File: src/rtl/dp_alu_pkg.sv
package dp_alu_pkg;

  typedef enum logic [3:0] {
    OP_AND = 4'd0,  OP_EOR = 4'd1,  OP_SUB = 4'd2,  OP_RSB = 4'd3,
    OP_ADD = 4'd4,  OP_ADC = 4'd5,  OP_SBC = 4'd6,  OP_RSC = 4'd7,
    OP_TST = 4'd8,  OP_TEQ = 4'd9,  OP_CMP = 4'd10, OP_CMN = 4'd11,
    OP_ORR = 4'd12, OP_MOV = 4'd13, OP_BIC = 4'd14, OP_MVN = 4'd15
  } alu_op_e;

  typedef struct packed {
    logic n;
    logic z;
    logic c;
    logic v;
  } alu_flags_t;

  // Compare/test forms occupy codes 8..11.
  function automatic logic op_is_test(alu_op_e op);
    return op[3:2] == 2'b10;
  endfunction

  function automatic logic op_is_arith(alu_op_e op);
    return (op inside {OP_SUB, OP_RSB, OP_ADD, OP_ADC, OP_SBC, OP_RSC,
                       OP_CMP, OP_CMN});
  endfunction

endpackage

File: src/rtl/dp_arith_unit.sv
module dp_arith_unit
  import dp_alu_pkg::*;
#(
  parameter int WIDTH = 32
) (
  input  alu_op_e            op,
  input  logic [WIDTH-1:0]   a,
  input  logic [WIDTH-1:0]   b,
  input  logic               carry_in,
  output logic [WIDTH-1:0]   sum,
  output logic               carry_out,
  output logic               ovf
);
  localparam int XW  = WIDTH + 1;
  localparam int MSB = WIDTH - 1;

  logic [WIDTH-1:0] x, y;
  logic             ci;
  logic [XW-1:0]    ext;

  // Subtraction is x + ~y + ci; ci = C gives x - y + C - 1.
  always_comb begin
    x  = a;
    y  = b;
    ci = 1'b0;
    unique case (op)
      OP_ADD, OP_CMN: begin x = a; y = b;  ci = 1'b0;     end
      OP_ADC:         begin x = a; y = b;  ci = carry_in; end
      OP_SUB, OP_CMP: begin x = a; y = ~b; ci = 1'b1;     end
      OP_SBC:         begin x = a; y = ~b; ci = carry_in; end
      OP_RSB:         begin x = b; y = ~a; ci = 1'b1;     end
      OP_RSC:         begin x = b; y = ~a; ci = carry_in; end
      default:        begin x = a; y = b;  ci = 1'b0;     end
    endcase
  end

  assign ext       = {1'b0, x} + {1'b0, y} + XW'(ci);
  assign sum       = ext[MSB:0];
  assign carry_out = ext[WIDTH];
  assign ovf       = (x[MSB] == y[MSB]) && (ext[MSB] != x[MSB]);

endmodule

File: src/rtl/dp_logic_unit.sv
module dp_logic_unit
  import dp_alu_pkg::*;
#(
  parameter int WIDTH = 32
) (
  input  alu_op_e          op,
  input  logic [WIDTH-1:0] a,
  input  logic [WIDTH-1:0] b,
  output logic [WIDTH-1:0] y
);
  always_comb begin
    unique case (op)
      OP_AND, OP_TST: y = a & b;
      OP_EOR, OP_TEQ: y = a ^ b;
      OP_ORR:         y = a | b;
      OP_BIC:         y = a & ~b;
      OP_MOV:         y = b;
      OP_MVN:         y = ~b;
      default:        y = '0;
    endcase
  end
endmodule

File: src/rtl/dp_flag_unit.sv
module dp_flag_unit
  import dp_alu_pkg::*;
#(
  parameter int WIDTH = 32
) (
  input  alu_op_e          op,
  input  logic             set_flags,
  input  logic [WIDTH-1:0] value,
  input  logic             arith_c,
  input  logic             arith_v,
  input  logic             shift_c,
  input  alu_flags_t       flags_in,
  output alu_flags_t       flags_out,
  output logic             wr_en
);
  logic update;
  logic arith;

  assign arith  = op_is_arith(op);
  assign update = set_flags | op_is_test(op);
  assign wr_en  = !op_is_test(op);

  always_comb begin
    flags_out = flags_in;
    if (update) begin
      flags_out.n = value[WIDTH-1];
      flags_out.z = (value == '0);
      flags_out.c = arith ? arith_c : shift_c;
      flags_out.v = arith ? arith_v : flags_in.v;
    end
  end
endmodule

File: src/rtl/dp_alu.sv
module dp_alu
  import dp_alu_pkg::*;
#(
  parameter int WIDTH = 32
) (
  input  logic             clk,
  input  logic             rst,
  input  logic [3:0]       op_i,
  input  logic             set_flags_i,
  input  logic [WIDTH-1:0] a_i,
  input  logic [WIDTH-1:0] b_i,
  input  logic             shc_i,
  input  logic [3:0]       flags_i,
  output logic [WIDTH-1:0] result_o,
  output logic             wr_en_o,
  output logic [3:0]       flags_o
);
  alu_op_e          op;
  alu_flags_t       fl_in, fl_nxt;
  logic [WIDTH-1:0] arith_y, logic_y, value;
  logic             arith_c, arith_v, wr_nxt;

  assign op    = alu_op_e'(op_i);
  assign fl_in = alu_flags_t'(flags_i);

  dp_arith_unit #(.WIDTH(WIDTH)) u_arith (
    .op(op), .a(a_i), .b(b_i), .carry_in(fl_in.c),
    .sum(arith_y), .carry_out(arith_c), .ovf(arith_v)
  );

  dp_logic_unit #(.WIDTH(WIDTH)) u_logic (
    .op(op), .a(a_i), .b(b_i), .y(logic_y)
  );

  assign value = op_is_arith(op) ? arith_y : logic_y;

  dp_flag_unit #(.WIDTH(WIDTH)) u_flags (
    .op(op), .set_flags(set_flags_i), .value(value),
    .arith_c(arith_c), .arith_v(arith_v), .shift_c(shc_i),
    .flags_in(fl_in), .flags_out(fl_nxt), .wr_en(wr_nxt)
  );

  always_ff @(posedge clk) begin
    if (rst) begin
      result_o <= '0;
      wr_en_o  <= 1'b0;
      flags_o  <= '0;
    end else begin
      result_o <= value;
      wr_en_o  <= wr_nxt;
      flags_o  <= fl_nxt;
    end
  end

  AST_TEST_NO_WRITE: assert property (@(posedge clk) disable iff (rst)
    (op_i[3:2] == 2'b10) |=> !wr_en_o);
  AST_TEST_SETS_Z: assert property (@(posedge clk) disable iff (rst)
    (op_i[3:2] == 2'b10 && !set_flags_i) |=> (flags_o[2] == (result_o == '0)));
  AST_FLAGS_HOLD: assert property (@(posedge clk) disable iff (rst)
    (!set_flags_i && op_i[3:2] != 2'b10) |=> (flags_o == $past(flags_i)));
  AST_N_TRACKS: assert property (@(posedge clk) disable iff (rst)
    (set_flags_i) |=> (flags_o[3] == result_o[WIDTH-1]));
  AST_MOVE_PASS: assert property (@(posedge clk) disable iff (rst)
    (op_i == 4'd13) |=> (result_o == $past(b_i)));
  AST_LOGIC_V_KEEP: assert property (@(posedge clk) disable iff (rst)
    (set_flags_i && !op_is_arith(op)) |=> (flags_o[0] == $past(flags_i[0])));
  AST_LOGIC_C_SHIFT: assert property (@(posedge clk) disable iff (rst)
    (set_flags_i && !op_is_arith(op)) |=> (flags_o[1] == $past(shc_i)));
  AST_RESET_CLEAR: assert property (@(posedge clk)
    rst |=> (result_o == '0 && !wr_en_o && flags_o == '0));

endmodule

File: config.mk
export PLATFORM = sky130hd
export DESIGN_NAME = dp_alu
export DESIGN_NICKNAME = d
export VERILOG_FILES = /design/src/rtl/dp_alu_pkg.sv /design/src/rtl/dp_arith_unit.sv /design/src/rtl/dp_logic_unit.sv /design/src/rtl/dp_flag_unit.sv /design/src/rtl/dp_alu.sv
export SDC_FILE = /design/constraint.sdc
export NUM_CORES = 1
export LEC_CHECK = 0
export BUFFER_PORTS_ARGS = -buffer_cell sky130_fd_sc_hd__buf_4
export CAP_MARGIN = 25
export CORE_ASPECT_RATIO = 1.75
export CORE_MARGIN = 4
export CORE_UTILIZATION = 61
export DETAILED_ROUTE_END_ITERATION = 12
export PLACE_DENSITY_LB_ADDON = 0.1
export SETUP_SLACK_MARGIN = 0.02
export SYNTH_ARGS = -nofsm -noshare
export SYNTH_HDL_FRONTEND = slang
export SYNTH_HIERARCHICAL = 1
export SYNTH_SLANG_ARGS = --single-unit
File: constraint.sdc
create_clock -name clk -period 12.61 [get_ports clk]
set_clock_uncertainty 0.1 [all_clocks]
set_input_delay 0.6305 -clock clk [delete_from_list [all_inputs] [get_ports clk]]
set_output_delay 0.6305 -clock clk [all_outputs]
set_load 0.02 [all_outputs]
==> summary.txt <==
Run status
  – Outcome: complete, no violations

Clocking
  – Clk buf depth: 2
  – CTS Root Buffer Type: sky130_fd_sc_hd__clkbuf_16
  – TritonCTS clock tree: built
  – Number of clock sinks seen by CTS: 37
  – Clock transition at the register clock pins on the worst setup and hold paths after CTS: 0.06 ns
  – Number of hold buffers added after cts: 0
  – Resized Gates After CTS: 0
  – Maximum level of the CTS H-tree: 2
  – Buffers inserted during post-CTS setup optimization: 0
  – TritonCTS Buffers: 5

Cells and area
  – Layout overhead on the synthesized area: 11.6%
  – Highest-count cells in the layout ignoring fill and taps: 119 x sky130_fd_sc_hd__buf_4, 115 x sky130_fd_sc_hd__nand2b_1, 77 x sky130_fd_sc_hd__o21ai_0
  – Final core area utilization: 0.703
  – FILL cells: 1065
  – Nets: 1199
  – Ratio of cells with drive above 1 in the final layout: 0.206
  – Diode count: 0
  – Commonest non-fill, non-tap cell in the layout: sky130_fd_sc_hd__buf_4

Synthesis
  – Cells after synthesis: 1005
  – #FFs+latches synth: 37
  – Count of synthesis-stage warnings from yosys: 6
  – Sequential-to-total area share from yosys stat: 0.0969
  – Netlist area before placement: 7650 µm²
  – Post-synthesis average cell area: 7.61 µm²
  – Proportion of synthesized flip-flops having asynchronous set or reset: 0
  – Library cells used by synthesis: 79
  – Main synth FF type: sky130_fd_sc_hd__dfxtp_1
  – Number of enable-type register cells in the synthesized netlist: 0
  – Number of nets produced by synthesis: 1146

Global routing
  – Wire length of the first global-routing pass: approximately 38000 µm
  – Via count of the first global-routing pass: 7443
  – Grt total ovfl: 0
  – Antenna violations before repair: 0
  – Largest net degree at the start of global routing: 102
  – Aggregate global-route resource usage: 0.327

Drt
  – Detailed Routing Iterations Pass 1: 5
  – Vias: 7838
  – Drt wl/cell: 19.9 µm
  – Post-route ant nets: 0
  – DRT Wirelength: 24400 µm
  – Via-per-instance ratio: 6.40
  – DRC violation total after the first TritonRoute iteration: 453
  – Post-route DRC: 0

STA
  – Relative slew margins: 0.284
  – Hold Fails Final Rpt: 0
  – Count of final setup violators: 0
  – Final critical-path share of the clock period: 0.462
  – Slew at the pin closest to its max-slew limit: about 1.1 ns
  – RSZ-0062 raised after global routing: no
  – Fmax achieved: 172 MHz
  – Aggregate negative setup slack: 0 ns
  – Final Critical Period: 5.83 ns
  – Worst Hold Margin: 0.616 ns
  – Max-slew violation total from the final report: 0

Die
  – DIE HEIGHT: 156 µm
  – Core Box Area: ~12000 µm²
  – Initial Util: 0.630
  – Die W: 92.6 µm
  – Number of I/O pins: 113
  – Die Outline Area: about 14000 µm²
  – Site row count: 53

Setup path
  – CP startpoint kind: input pin
  – Path length in cells of the critical path: 19
  – End of the critical path: flags_o[2]$_SDFF_PP0_
  – Type of the setup path with the least slack: in -> reg
  – Critical path data required time: 12.74 ns
  – Start point of the critical path: op_i[0]
  – Max Fanout on Critical Path: between 100 and 150
  – Combined buffer and inverter count along the critical path: 3
  – Max stage delay on crit path: ~0.7 ns
  – Arrival time reported for the critical path endpoint: between 5 and 6 ns
  – Worst path top cell family by delay: compound AO/OA/AOI/OAI gates
  – Highest-delay cell along the critical path: sky130_fd_sc_hd__buf_4
  – Cell chain of the critical path: buf_4 > nand2_1 > or2_2 > buf_4 > mux2i_1 > fa_1 > inv_1 > fa_1 > a21o_2 > a221oi_2 > o21ai_2 > a211oi_2 > o41ai_2 > xor2_1 > mux2_4 > nor4_1 > nand4_1 > o31ai_1 > nor2b_1
  – CP endpoint kind: register

Power and ir drop
  – Pleak: 3.85 nW
  – Worst voltage drop across the vdd grid: 0.0000539 V
  – Power density over cell area: around 91 nW/µm²

Min path
  – Hold crit path type: in -> reg

Place
  – Hpwl dp: 18100 µm
  – Port-buffer cells: between 100 and 150
  – Gpl congestion: about 1.0

Job
  – Max-Cap Viols: 0
-- synth_stat cells, types with 12 or more instances --
library cell                count  area share
sky130_fd_sc_hd__o221ai_1      16       0.018
sky130_fd_sc_hd__xor2_1        14       0.016
sky130_fd_sc_hd__a21o_1        12       0.012
sky130_fd_sc_hd__buf_6         13       0.019
sky130_fd_sc_hd__xnor2_1       14       0.016
sky130_fd_sc_hd__o2111ai_1     15       0.017
sky130_fd_sc_hd__inv_1         75       0.037
sky130_fd_sc_hd__nor2_1        40       0.020
sky130_fd_sc_hd__nand2_1       73       0.036
sky130_fd_sc_hd__nand4b_1      15       0.017
sky130_fd_sc_hd__ha_1          63        0.10
sky130_fd_sc_hd__nand2b_1     115       0.094
sky130_fd_sc_hd__mux2_4        30       0.059
sky130_fd_sc_hd__buf_2         27       0.018
sky130_fd_sc_hd__a32oi_1       17       0.019
sky130_fd_sc_hd__mux2i_1       53       0.069
sky130_fd_sc_hd__clkbuf_1      28       0.014
sky130_fd_sc_hd__dfxtp_1       37       0.097
sky130_fd_sc_hd__o21ai_0       77       0.050
sky130_fd_sc_hd__mux2_2        33       0.049
sky130_fd_sc_hd__o21ai_1       23       0.015
sky130_fd_sc_hd__a211o_1       15       0.017
sky130_fd_sc_hd__and2_1        18       0.015
sky130_fd_sc_hd__a21oi_1       33       0.022
-- where the power goes --
part           total (W)  internal [W]  leakage [nW]  switching, W
logic           0.000489      0.000210          3.46      0.000279
registers       0.000141      0.000136         0.306    0.00000474
clock network   0.000146     0.0000936        0.0800     0.0000526
-- worst min-delay path by stage --
| stage | start | slack, ns | depth (start not counted) | end |
|---|---|---|---|---|
| after global placement | flags_i[3] | 0.88 | 3 | flags_o[3]$_SDFF_PP0_ |
| after floorplan | op_i[3] | 0.74 | 2 | flags_o[0]$_SDFF_PP0_ |
| final | flags_i[3] | 0.62 | 3 | flags_o[3]$_SDFF_PP0_ |
| after global routing | flags_i[3] | 0.63 | 3 | flags_o[3]$_SDFF_PP0_ |
| after CTS | flags_i[3] | 0.61 | 3 | flags_o[3]$_SDFF_PP0_ |
| after detailed placement | flags_i[3] | 0.88 | 3 | flags_o[3]$_SDFF_PP0_ |
-- flip-flops by register name (all words and copies together) (netlist names) --
name,flops
flags_o,4
result_o,32
wr_en_o,1
-- per-stage QoR --
| stage | cell area [µm²] | power, W | instances | setup slack (ns) |
|---|---|---|---|---|
| floorplan | 7650 | 0.000484 | 1005 | 7.89 |
| global placement | 8360 | 0.000617 | 1216 | 6.75 |
| detailed placement | 8360 | 0.000622 | 1216 | 6.55 |
| CTS | 8530 | 0.000770 | 1224 | 6.86 |
| global route | 8530 | 0.000821 | 1224 | 6.45 |
| finish | 8530 | 0.000776 | 1224 | 6.78 |
-- logic make-up after synthesis --
kind of cell / share of synthesized area
and+or+nand+nor: 0.261
xor gates and xnor gates: 0.0321
DFF: 0.0969
buffers and inverters: 0.0918
AOI/OAI and AO/OA: 0.231
adders and majority gates: 0.108
muxes: 0.178
-- routing by layer --
metal  share of wire  global-route usage
met3           0.053              0.0328
met2            0.52               0.617
met5               0                   0
met1            0.36               0.340
met4           0.066               0.204
-- cell type report --
cell class                 instances  area (µm²)  area share
multi-input combinational        819        6230       0.731
timing repair buffer             119         893       0.105
sequential                        37         741      0.0868
inverter                          76         288      0.0337
tap                              165         206      0.0242
clock buffer                       5         125      0.0147
clock inverter                     3        46.3     0.00542
Note: power is estimated with default switching activity, not from simulation.
